**src/rtl/pwmdac_pkg.sv**
```systemverilog
package pwmdac_pkg;

   localparam int unsigned SMP_W     = 16;
   localparam int unsigned HOLD_W    = 9;
   localparam int unsigned SHIFT_W   = 3;
   localparam int unsigned CTRL_BITS = 18;

   typedef enum logic [1:0] {
      POS_LEFT    = 2'd0,
      POS_RIGHT   = 2'd1,
      POS_CENTRE  = 2'd2,
      POS_CENTRE2 = 2'd3
   } pulse_pos_e;

   // Field positions are fixed by software, so packed MSB first.
   typedef struct packed {
      logic [SHIFT_W-1:0] pre_shift;   // 17:15
      logic               sign_flip;   // 14
      logic               keep_flag;   // 13
      logic [HOLD_W-1:0]  hold_m1;     // 12:4
      pulse_pos_e         pos;         // 3:2
      logic               wide;        // 1
      logic               run;         // 0
   } ctrl_t;

   localparam ctrl_t CTRL_RESET = '{
      pre_shift: '0, sign_flip: 1'b1, keep_flag: 1'b0,
      hold_m1: '0, pos: POS_CENTRE, wide: 1'b0, run: 1'b0};

endpackage

```
**src/rtl/pwmdac_regs.sv**
```systemverilog
module pwmdac_regs
   import pwmdac_pkg::*;
#(
   parameter int unsigned ADDR_W   = 8,
   parameter int unsigned DATA_W   = 32,
   parameter int unsigned NUM_CH   = 2,
   parameter int unsigned DATA_OFF = 0,
   parameter int unsigned CTRL_OFF = 4
) (
   input  logic                    clk,
   input  logic                    rst_n,
   input  logic                    wr_en,
   input  logic [ADDR_W-1:0]       wr_addr,
   input  logic [DATA_W-1:0]       wr_data,
   output logic                    wr_ready,
   input  logic [ADDR_W-1:0]       rd_addr,
   output logic [DATA_W-1:0]       rd_data,
   input  logic                    take,
   output ctrl_t                   cfg,
   output logic                    buf_full,
   output logic [NUM_CH*SMP_W-1:0] buf_q
);

   localparam int unsigned BUF_W = NUM_CH * SMP_W;
   localparam logic [ADDR_W-1:0] A_DATA = ADDR_W'(DATA_OFF);
   localparam logic [ADDR_W-1:0] A_CTRL = ADDR_W'(CTRL_OFF);

   logic hit_data, hit_ctrl, acc_data, acc_ctrl;

   assign hit_data = (wr_addr == A_DATA);
   assign hit_ctrl = (wr_addr == A_CTRL);
   assign wr_ready = !(hit_data && buf_full);
   assign acc_data = wr_en && hit_data && !buf_full;
   assign acc_ctrl = wr_en && hit_ctrl;

   always_ff @(posedge clk or negedge rst_n) begin
      if (!rst_n) begin
         cfg <= CTRL_RESET;
      end else if (acc_ctrl) begin
         cfg <= ctrl_t'(wr_data[CTRL_BITS-1:0]);
      end
   end

   always_ff @(posedge clk or negedge rst_n) begin
      if (!rst_n) begin
         buf_full <= 1'b0;
         buf_q    <= '0;
      end else if (acc_data) begin
         buf_full <= 1'b1;
         buf_q    <= wr_data[BUF_W-1:0];
      end else if (take) begin
         buf_full <= 1'b0;
      end
   end

   logic unused_hi_bits;
   generate
      if (DATA_W > BUF_W) begin : g_spare
         assign unused_hi_bits = ^{wr_data[DATA_W-1:BUF_W], wr_data[CTRL_BITS-1:0]};
      end else begin : g_nospare
         assign unused_hi_bits = 1'b0;
      end
   endgenerate

   always_comb begin
      rd_data = '0;
      if (rd_addr == A_CTRL) rd_data[CTRL_BITS-1:0] = cfg;
   end

   // a pending sample is never overwritten before it is used
   assert_buf_hold_R9: assert property (@(posedge clk) disable iff (!rst_n)
      (buf_full && !take) |=> (buf_full && $stable(buf_q)));

endmodule

```
**src/rtl/pwmdac_timebase.sv**
```systemverilog
module pwmdac_timebase
   import pwmdac_pkg::*;
#(
   parameter int unsigned LO_RES = 8,
   parameter int unsigned HI_RES = 10
) (
   input  logic              clk,
   input  logic              rst_n,
   input  logic              run,
   input  logic              wide,
   input  logic [HOLD_W-1:0] hold_m1,
   output logic [HI_RES-1:0] cnt,
   output logic              period_end,
   output logic              sample_end
);

   localparam logic [HI_RES-1:0] TOP_LO = HI_RES'((1 << LO_RES) - 1);
   localparam logic [HI_RES-1:0] TOP_HI = HI_RES'((1 << HI_RES) - 1);

   logic [HI_RES-1:0] top;
   logic [HOLD_W-1:0] rep;

   assign top        = wide ? TOP_HI : TOP_LO;
   assign period_end = run && (cnt >= top);
   assign sample_end = period_end && (rep >= hold_m1);

   always_ff @(posedge clk or negedge rst_n) begin
      if (!rst_n) begin
         cnt <= '0;
         rep <= '1;
      end else if (!run) begin
         cnt <= '0;
         rep <= '1;   // first boundary after run counts as a sample end
      end else if (period_end) begin
         cnt <= '0;
         rep <= sample_end ? '0 : rep + 1'b1;
      end else begin
         cnt <= cnt + 1'b1;
      end
   end

   // the period counter restarts after its last cycle
   assert_wrap_R3: assert property (@(posedge clk) disable iff (!rst_n)
      period_end |=> (cnt == '0));

   // a sample end only happens once the hold count is used up
   assert_hold_R5: assert property (@(posedge clk) disable iff (!rst_n)
      (run && period_end && !sample_end) |=> (rep != '0));

endmodule

```
**src/rtl/pwmdac_channel.sv**
```systemverilog
module pwmdac_channel
   import pwmdac_pkg::*;
#(
   parameter int unsigned LO_RES = 8,
   parameter int unsigned HI_RES = 10
) (
   input  logic              clk,
   input  logic              rst_n,
   input  logic              run,
   input  logic              load,
   input  logic [SMP_W-1:0]  sample,
   input  ctrl_t             cfg,
   input  logic [HI_RES-1:0] cnt,
   output logic              pwm
);

   localparam int unsigned EXT_W = HI_RES + 1;
   localparam logic [EXT_W-1:0] LEN_LO = EXT_W'(1 << LO_RES);
   localparam logic [EXT_W-1:0] LEN_HI = EXT_W'(1 << HI_RES);

   logic [SMP_W-1:0]  flipped, shifted;
   logic [HI_RES-1:0] next_cmp, cmp_q;
   logic [EXT_W-1:0]  p_len, cnt_x, cmp_x, c_lo, c_hi;
   logic              hit;

   // sample conditioning
   assign flipped = sample ^ {cfg.sign_flip, {(SMP_W-1){1'b0}}};
   assign shifted = flipped << cfg.pre_shift;

   always_comb begin
      if (cfg.wide) next_cmp = shifted[SMP_W-1 -: HI_RES];
      else          next_cmp = HI_RES'(shifted[SMP_W-1 -: LO_RES]);
   end

   always_ff @(posedge clk or negedge rst_n) begin
      if (!rst_n)    cmp_q <= '0;
      else if (!run) cmp_q <= '0;
      else if (load) cmp_q <= next_cmp;
   end

   // comparator
   assign p_len = cfg.wide ? LEN_HI : LEN_LO;
   assign cnt_x = {1'b0, cnt};
   assign cmp_x = {1'b0, cmp_q};
   assign c_lo  = (p_len - cmp_x) >> 1;
   assign c_hi  = c_lo + cmp_x;

   always_comb begin
      unique case (cfg.pos)
         POS_LEFT:  hit = (cnt_x < cmp_x);
         POS_RIGHT: hit = ((cnt_x + cmp_x) >= p_len);
         default:   hit = (cnt_x >= c_lo) && (cnt_x < c_hi);
      endcase
   end

   always_ff @(posedge clk or negedge rst_n) begin
      if (!rst_n) pwm <= 1'b0;
      else        pwm <= run && hit;
   end

   // compare value changes only at a load
   assert_cmp_hold_R10: assert property (@(posedge clk) disable iff (!rst_n)
      (run && !load) |=> $stable(cmp_q));

   // stopped channel drives low
   assert_idle_out_R2: assert property (@(posedge clk) disable iff (!rst_n)
      !run |=> !pwm);

endmodule

```
**src/rtl/pwmdac_core.sv**
```systemverilog
module pwmdac_core
   import pwmdac_pkg::*;
#(
   parameter int unsigned ADDR_W = 8,
   parameter int unsigned DATA_W = 32,
   parameter int unsigned NUM_CH = 2,
   parameter int unsigned LO_RES = 8,
   parameter int unsigned HI_RES = 10
) (
   input  logic              clk,
   input  logic              rst_n,
   input  logic              wr_en,
   input  logic [ADDR_W-1:0] wr_addr,
   input  logic [DATA_W-1:0] wr_data,
   output logic              wr_ready,
   input  logic [ADDR_W-1:0] rd_addr,
   output logic [DATA_W-1:0] rd_data,
   output logic [NUM_CH-1:0] pwm_o
);

   localparam int unsigned BUF_W = NUM_CH * SMP_W;

   generate
      if (NUM_CH < 1 || NUM_CH > 2) begin : g_bad_ch
         $error("pwmdac_core: NUM_CH must be 1 or 2");
      end
      if (BUF_W > DATA_W || DATA_W < CTRL_BITS) begin : g_bad_dw
         $error("pwmdac_core: DATA_W too narrow");
      end
      if (LO_RES >= HI_RES || HI_RES > SMP_W) begin : g_bad_res
         $error("pwmdac_core: need LO_RES < HI_RES <= 16");
      end
      if (ADDR_W < 3) begin : g_bad_aw
         $error("pwmdac_core: ADDR_W must reach offset 4");
      end
   endgenerate

   ctrl_t             cfg;
   logic              buf_full, take, period_end, sample_end;
   logic [BUF_W-1:0]  buf_q;
   logic [HI_RES-1:0] cnt;

   assign take = sample_end && buf_full;

   pwmdac_regs #(
      .ADDR_W(ADDR_W), .DATA_W(DATA_W), .NUM_CH(NUM_CH),
      .DATA_OFF(0), .CTRL_OFF(4)
   ) u_regs (
      .clk(clk), .rst_n(rst_n), .wr_en(wr_en), .wr_addr(wr_addr),
      .wr_data(wr_data), .wr_ready(wr_ready), .rd_addr(rd_addr),
      .rd_data(rd_data), .take(take), .cfg(cfg), .buf_full(buf_full),
      .buf_q(buf_q)
   );

   pwmdac_timebase #(.LO_RES(LO_RES), .HI_RES(HI_RES)) u_tb (
      .clk(clk), .rst_n(rst_n), .run(cfg.run), .wide(cfg.wide),
      .hold_m1(cfg.hold_m1), .cnt(cnt), .period_end(period_end),
      .sample_end(sample_end)
   );

   generate
      for (genvar ch = 0; ch < NUM_CH; ch++) begin : g_ch
         pwmdac_channel #(.LO_RES(LO_RES), .HI_RES(HI_RES)) u_ch (
            .clk(clk), .rst_n(rst_n), .run(cfg.run), .load(take),
            .sample(buf_q[ch*SMP_W +: SMP_W]), .cfg(cfg), .cnt(cnt),
            .pwm(pwm_o[ch])
         );
      end
   endgenerate

   // a buffered sample is only consumed on a period boundary
   assert_take_edge_R10: assert property (@(posedge clk) disable iff (!rst_n)
      (buf_full && cfg.run && !period_end) |=> buf_full);

endmodule

```
**config.mk**
```make
export PLATFORM = sky130hd
export DESIGN_NAME = pwmdac_core
export DESIGN_NICKNAME = d
export VERILOG_FILES = /design/src/rtl/pwmdac_pkg.sv /design/src/rtl/pwmdac_regs.sv /design/src/rtl/pwmdac_timebase.sv /design/src/rtl/pwmdac_channel.sv /design/src/rtl/pwmdac_core.sv
export SDC_FILE = /design/constraint.sdc
export NUM_CORES = 1
export LEC_CHECK = 0
export CAP_MARGIN = 20
export CORE_ASPECT_RATIO = 1.5
export CORE_MARGIN = 2
export CORE_UTILIZATION = 45
export DETAILED_ROUTE_END_ITERATION = 10
export PLACE_DENSITY = 0.63
export SYNTH_ARGS = -nofsm -noshare
export SYNTH_HDL_FRONTEND = slang
export SYNTH_SLANG_ARGS = --single-unit
```
**constraint.sdc**
```tcl
create_clock -name clk -period 10.2 [get_ports clk]
set_input_delay 1.53 -clock clk [delete_from_list [all_inputs] [get_ports clk]]
set_output_delay 1.53 -clock clk [all_outputs]
set_load 0.05 [all_outputs]
```
==> impl_metrics.env, run 1 <==
export IMPL_antenna_found_initial=0
export IMPL_clk_latency_ns=0.35
export IMPL_crit_buf_inv=2
export IMPL_num_fill_cells=1854
export IMPL_cp_slowest_cell="clkdlybuf4s50_1"
export IMPL_clock_path_buffers=2
export IMPL_max_freq_mhz=185
export IMPL_die_h_um=178
export IMPL_drv_slew=0
export IMPL_critPathMaxStageDelay_ns=0.80
export IMPL_htreeDepth=3
export IMPL_total_power_mw=0.806
export IMPL_max_cap_violations=0
export IMPL_ys_ff_latch=92
export IMPL_cp_arrival_ns=3.87
export IMPL_p_leak_nw=4.48
export IMPL_vias_per_cell=5.65
export IMPL_grt_pass1_vias=7137
export IMPL_core_um2=19800
export IMPL_cp_common_cell="clkdlybuf4s50_1"
export IMPL_finalHoldViolCount=0
export IMPL_drcViolationCount=0
export IMPL_min_path_type="reg -> reg"
export IMPL_relSlewSlack=0.349
export IMPL_worst_slew_pin_slew_ns=0.977
export IMPL_grt_overflow=0
export IMPL_yosysSeqAreaShare=0.256
export IMPL_tns_ns=0
export IMPL_seq_area_um2=2320
export IMPL_rows=63
export IMPL_crit_path_start="rd_addr[5]"
export IMPL_clk_pin_slew_ns=0.06
export IMPL_routabilityCongestion=0.869
export IMPL_die_w_um=120
export IMPL_netlist_area_um2=9050
export IMPL_fin_util=0.515
export IMPL_hold_depth=1
export IMPL_worstSetupPathType="in -> out"
export IMPL_multi_input_area_um2=6190
export IMPL_post_cts_buffers=0
export IMPL_final_period_utilization=0.529
export IMPL_track_usage=0.206
export IMPL_drive_gt1_frac=0.139
export IMPL_cts_tree="done"
export IMPL_drt_iter0_drc=373
export IMPL_vias=7247
export IMPL_r2r_start="u_regs.cfg[1]$_DFFE_PN0P_"
export IMPL_clock_skew_ns=0.0160
export IMPL_critical_path_max_fanout=18
export IMPL_avgSynthCellArea_um2=9.26
export IMPL_synth_cells=977
export IMPL_initial_core_util=0.457
export IMPL_cts_resized=0
export IMPL_fin_crit_ns=5.40
export IMPL_grt_max_degree=52
export IMPL_ys_warn_count=0
export IMPL_ios=86
export IMPL_start_kind="input port"
export IMPL_cts_num_sinks=92
export IMPL_cts_root_buffer="clkbuf_16"
export IMPL_hold_buffers=0
export IMPL_wl_per_cell_um=16.6
export IMPL_firstDrtPassIters=5
export IMPL_dpl_hpwl_um=16800
export IMPL_io_buffers=71
export IMPL_synth_top_area_share=0.224
export IMPL_diodes=0
export IMPL_worst_ep_required_time_ns=8.67
export IMPL_numCtsBuffers=9
export IMPL_synth_edf_count=0
export IMPL_reg2reg_depth=13
export IMPL_ir_drop_v=0.000152
export IMPL_ant_nets=0
export IMPL_synthArstFlopShare=1.00
export IMPL_hold_end="u_regs.cfg[13]$_DFFE_PN0P_"
export IMPL_critPathCaptureType="primary output"
export IMPL_powerDensity_nw_per_um2=79.1
export IMPL_rr_endpoint="g_ch[0].u_ch.pwm$_DFF_PN0_"
export IMPL_yosys_top_cells_area="dfrtp_1 22%, ha_1 16%, mux2_2 7.2%"
export IMPL_grt_first_pass_wirelength_um=35500
export IMPL_syn_to_final_growth_pct=12.6
export IMPL_netlist_top_cell_by_area="dfrtp_1"
export IMPL_holdCritStartpoint="u_regs.cfg[13]$_DFFE_PN0P_"
export IMPL_whs_ns=0.504
export IMPL_status="finished clean"
export IMPL_synth_flop_cell="dfrtp_1"
export IMPL_grt_setup_unrepaired="no"
export IMPL_wl_um=21300
export IMPL_cp_top_family="buffers and inverters"
export IMPL_die_area_um2=21300
export IMPL_path_cells="clkdlybuf4s50_1 -> nor4_1 -> and4b_1 -> and2_1 -> clkdlybuf4s50_1"
export IMPL_setup_violations=0
export IMPL_r2r_setup_slack_ns=5.49
export IMPL_nets=1186
export IMPL_synth_cell_types=73
-- where the power goes --
group | leakage (nW) | internal [mW] | switching [mW]
registers | 1.24 | 0.369 | 0.00656
logic | 3.10 | 0.0403 | 0.0506
clock network | 0.146 | 0.204 | 0.136
total | 4.48 | 0.613 | 0.193
-- how the worst max path moves through the flow --
| stage | endpoint | slack (ns) | cells after the start |
|---|---|---|---|
| 2_1_floorplan | rd_data[10] | 5.87 | 5 |
| 3_3_place_gp | rd_data[14] | 4.79 | 5 |
| 3_5_place_dp | rd_data[8] | 4.74 | 5 |
| 4_1_cts | rd_data[8] | 4.74 | 5 |
| 5_1_grt | rd_data[12] | 4.63 | 5 |
| 6_report | rd_data[8] | 4.80 | 5 |
-- through the flow --
| stage | setup WS, ns | instance area, um2 | instances |
|---|---|---|---|
| 2_1_floorplan | 5.87 | 9090 | 990 |
| 3_3_place_gp | 4.79 | 9850 | 1265 |
| 3_5_place_dp | 4.74 | 9850 | 1265 |
| 4_1_cts | 4.74 | 10200 | 1281 |
| 5_1_grt | 4.63 | 10200 | 1283 |
| 6_report | 4.80 | 10200 | 1283 |
-- sequential cells by signal, summed over array words and instances (netlist names) --
| register | cells |
|---|---|
| u_tb.cnt | 10 |
| u_tb.rep | 9 |
| u_regs.buf_q | 32 |
| g_ch.u_ch.cmp_q | 20 |
| g_ch.u_ch.pwm | 2 |
| u_regs.cfg | 18 |
| u_regs.buf_full | 1 |
-- cell usage after synthesis, types with 6 or more instances --
| cell | instances |
|---|---|
| a211oi_1 | 11 |
| a21o_1 | 12 |
| a21oi_1 | 60 |
| a31o_2 | 20 |
| and2_1 | 18 |
| and3_1 | 13 |
| buf_2 | 21 |
| buf_4 | 17 |
| clkbuf_1 | 22 |
| dfrtp_1 | 81 |
| dfstp_2 | 11 |
| ha_1 | 115 |
| inv_1 | 71 |
| mux2_2 | 58 |
| mux2i_1 | 21 |
| mux4_2 | 17 |
| nand2_1 | 38 |
| nand2b_1 | 15 |
| nand3_1 | 29 |
| nor2_1 | 64 |
| nor2b_1 | 12 |
| nor3_1 | 33 |
| o211ai_1 | 12 |
| o21ai_0 | 27 |
| o21bai_1 | 6 |
| o221ai_1 | 6 |
| o31ai_1 | 8 |
| xnor2_1 | 46 |
| xor2_1 | 19 |
-- layout by cell type (no fill, tap or decap), types with 5 or more instances in the layout --
cell type and n:
mux4_2 17, mux2i_1 21, o21bai_1 6, nor2_1 64
nor3_1 33, nor4_1 5, o21ai_0 27, nand3_1 29
a221oi_1 5, mux2_2 58, dfrtp_1 81, nor2b_1 12
ha_1 115, and2_1 18, a31o_2 20, o31ai_1 8
a211oi_1 11, xnor2_1 46, nand2b_1 15, clkbuf_16 9
conb_1 14, inv_1 71, nand4_1 5, a21oi_1 60
buf_4 7, and3_1 13, o21a_1 5, dfstp_2 11
o211ai_1 12, nor3b_1 5, clkdlybuf4s50_1 70, a21o_1 12
o221ai_1 6, xor2_1 19, nand2_1 38
-- kinds of logic after synthesis --
group	count (synthesis)	synth area share
AO/OA/AOI/OAI	213	0.164
other	1	0.000415
AND/OR/NAND/NOR	259	0.150
flip-flops	92	0.256
adder cells (fa/ha/maj)	117	0.163
buffers and inverters	134	0.0656
XOR/XNOR	65	0.0629
multiplexers	96	0.138
-- layer usage --
metal / routed length, um / vias up / global-route usage
met5: 0 / - / 0
met4: 535 / 0 / 0.0730
met3: 492 / 33 / 0.0212
met2: 11300 / 123 / 0.387
met1: 8980 / 3483 / 0.241
li1: - / 3608 / -
-- cell type report --
class                      count  share of cell area
tap                          260              0.0319
clock inverter                 3             0.00454
sequential                    92               0.227
timing repair buffer          79              0.0769
inverter                      72              0.0265
multi-input combinational    764               0.607
clock buffer                  13              0.0255
Power figures use the tool's default switching activity.
==> run 2: changes to the inputs <==
==> constraint.sdc (replaced) <==
create_clock -name clk -period 5.65 [get_ports clk]
set_input_delay 0.8475 -clock clk [delete_from_list [all_inputs] [get_ports clk]]
set_output_delay 0.8475 -clock clk [all_outputs]
set_load 0.05 [all_outputs]
==> run 2 against run 1 <==
  * Core utilization is 0.076 points lower
  * Combinational power is 83% higher
  * Non-clock buffer count is 2 higher
  * Clock power is 76% higher
  * Total power is 79% higher
  * Global-route usage is 0.84 points higher
  * Via count is 0.69% higher
  * Setup slack worse by 3.4 ns
  * Worst hold slack better by 0.0019 ns
  * First-iteration DRC count is 28% lower
  * Critical endpoint is now g_ch[0].u_ch.pwm$_DFF_PN0_
  * Highest routed layer unchanged
==> impl_metrics.env, run 2 (same netlist as run 1, synthesis figures left out) <==
export IMPL_whs_ns=0.506
export IMPL_comb_power_share=0.115
export IMPL_placed_cell_area_um2=9870
export IMPL_clk_latency_ns=0.35
export IMPL_vias_per_cell=5.68
export IMPL_die_h_um=178
export IMPL_start_kind="register"
export IMPL_critPathMaxStageDelay_ns=0.52
export IMPL_critPathCaptureType="register"
export IMPL_cp_slowest_cell="dfrtp_1"
export IMPL_initial_core_util=0.457
export IMPL_setup_violations=0
export IMPL_cp_common_cell="ha_1"
export IMPL_status="finished clean"
export IMPL_total_power_mw=1.44
export IMPL_wl_per_cell_um=17.1
export IMPL_cts_num_sinks=92
export IMPL_max_cap_violations=0
export IMPL_max_freq_mhz=233
export IMPL_r2r_setup_slack_ns=1.36
export IMPL_worst_ep_required_time_ns=5.91
export IMPL_ios=86
export IMPL_antenna_found_initial=0
export IMPL_mostFrequentLayoutCells="115 x ha_1, 81 x dfrtp_1, 71 x inv_1"
export IMPL_ir_drop_v=0.000170
export IMPL_final_period_utilization=0.759
export IMPL_worstSetupPathType="reg -> reg"
export IMPL_cp_arrival_ns=4.55
export IMPL_num_fill_cells=1854
export IMPL_clockPowerShare=0.414
export IMPL_critical_path_max_fanout=12
export IMPL_grt_pass1_vias=7437
export IMPL_fin_crit_ns=4.29
export IMPL_clk_pin_slew_ns=0.07
export IMPL_crit_buf_inv=1
export IMPL_diodes=0
export IMPL_powerDensity_nw_per_um2=142
export IMPL_track_usage=0.214
export IMPL_wl_met2_um=11700
export IMPL_cts_tree="done"
export IMPL_vias=7297
export IMPL_numCtsBuffers=9
export IMPL_ant_nets=0
export IMPL_seq_area_um2=2320
export IMPL_wl_um=22000
export IMPL_largest_reg_flops=32
export IMPL_routed_top_layer="met4"
export IMPL_p_sw_frac=0.274
export IMPL_fin_area_um2=10200
export IMPL_largest_register="u_regs.buf_q"
export IMPL_wl_met3_um=504
export IMPL_grt_max_degree=51
export IMPL_met1Wirelength_um=9330
export IMPL_hold_buffers=0
export IMPL_relSlewSlack=0.309
export IMPL_clock_skew_ns=0.0127
export IMPL_syn_to_final_growth_pct=12.4
export IMPL_tns_ns=0
export IMPL_grt_overflow=0
export IMPL_layout_commonest_cell="ha_1"
export IMPL_finalHoldViolCount=0
export IMPL_multi_input_area_um2=6190
export IMPL_p_switching_mw=0.395
export IMPL_io_buffers=71
export IMPL_worst_slew_pin_slew_ns=1.04
export IMPL_post_cts_buffers=0
export IMPL_pwr_share_seq=0.471
export IMPL_core_um2=19800
export IMPL_p_leak_nw=4.48
export IMPL_drv_slew=0
export IMPL_die_w_um=120
export IMPL_grt_setup_unrepaired="no"
export IMPL_drcViolationCount=0
export IMPL_nets=1188
export IMPL_intPower_mw=1.05
export IMPL_firstDrtPassIters=8
export IMPL_cp_top_family="compound AO/OA/AOI/OAI gates"
export IMPL_dpl_hpwl_um=17000
export IMPL_drt_iter0_drc=267
export IMPL_htreeDepth=3
export IMPL_path_cells="inv_1 -> ha_1 -> xor2_1 -> xnor2_1 -> ha_1 -> nand2_1 -> a311o_1 -> nand4_1 -> nand2_1 -> nand2b_1 -> a21oi_1 -> xor2_1 -> ha_1 -> a2111oi_0 -> o221ai_1 -> o211ai_1 -> o2111ai_1 -> a211oi_2"
export IMPL_cts_root_buffer="clkbuf_16"
export IMPL_top_regs="u_regs.buf_q: 32 flops, g_ch.u_ch.cmp_q: 20 flops, u_regs.cfg: 18 flops"
export IMPL_cts_resized=0
export IMPL_routabilityCongestion=0.855
export IMPL_clock_path_buffers=2
export IMPL_die_area_um2=21300
export IMPL_drive_gt1_frac=0.141
export IMPL_rows=63
export IMPL_grt_first_pass_wirelength_um=36800
export IMPL_min_path_type="reg -> reg"
==> run 2: worst paths after layout <==
path / start / end / cells past startpoint
setup / recovery: g_ch[0].u_ch.cmp_q[1]$_DFFE_PN0P_ / g_ch[0].u_ch.pwm$_DFF_PN0_ / 18
setup reg to reg: g_ch[0].u_ch.cmp_q[1]$_DFFE_PN0P_ / g_ch[0].u_ch.pwm$_DFF_PN0_ / 18
min in group asynchronous: rst_n / g_ch[1].u_ch.pwm$_DFF_PN0_ / 1
max in group asynchronous: rst_n / g_ch[0].u_ch.cmp_q[3]$_DFFE_PN0P_ / 2
hold reg to reg: u_regs.cfg[13]$_DFFE_PN0P_ / u_regs.cfg[13]$_DFFE_PN0P_ / 1
hold / removal: u_regs.cfg[13]$_DFFE_PN0P_ / u_regs.cfg[13]$_DFFE_PN0P_ / 1
==> run 2: through the flow <==
stage               setup slack (ns)  utilization  std cells
global route                   0.897        0.514       1285
detailed placement              1.41        0.499       1268
CTS                             1.38        0.513       1284
global placement                1.55        0.499       1268
finish                          1.36        0.514       1285
floorplan                       1.89            -        990
==> run 2: layout make-up <==
class / instances / share of cell area
multi-input cells: 764 / 0.608
flip-flops and latches: 92 / 0.228
repair buffers: 81 / 0.0777
well taps: 260 / 0.0320
inverters: 72 / 0.0266
clock buffers: 10 / 0.0225
clock inverters: 6 / 0.00541
==> run 2: power groups by stage <==
stage	logic (mW)	registers, mW	clock network, mW
2_1_floorplan	0.109	0.683	0
3_3_place_gp	0.164	0.693	0
3_5_place_dp	0.165	0.693	0
4_1_cts	0.166	0.680	0.606
5_1_grt	0.183	0.680	0.632
6_report	0.166	0.679	0.597
==> run 2: worst reg2reg max path, cell delays in order (launching register included) <==
cell	delay, ns
dfrtp_1	0.52
inv_1	0.26
ha_1	0.42
xor2_1	0.26
xnor2_1	0.15
ha_1	0.24
nand2_1	0.08
a311o_1	0.40
nand4_1	0.14
nand2_1	0.09
nand2b_1	0.09
a21oi_1	0.07
xor2_1	0.15
ha_1	0.20
a2111oi_0	0.45
o221ai_1	0.18
o211ai_1	0.13
o2111ai_1	0.16
a211oi_2	0.23
==> run 2: per-layer routing <==
| metal | vias up | global-route usage |
|---|---|---|
| li1 | 3614 | - |
| met1 | 3519 | 0.249 |
| met2 | 132 | 0.409 |
| met3 | 32 | 0.0202 |
| met4 | 0 | 0.0686 |
| met5 | - | 0 |
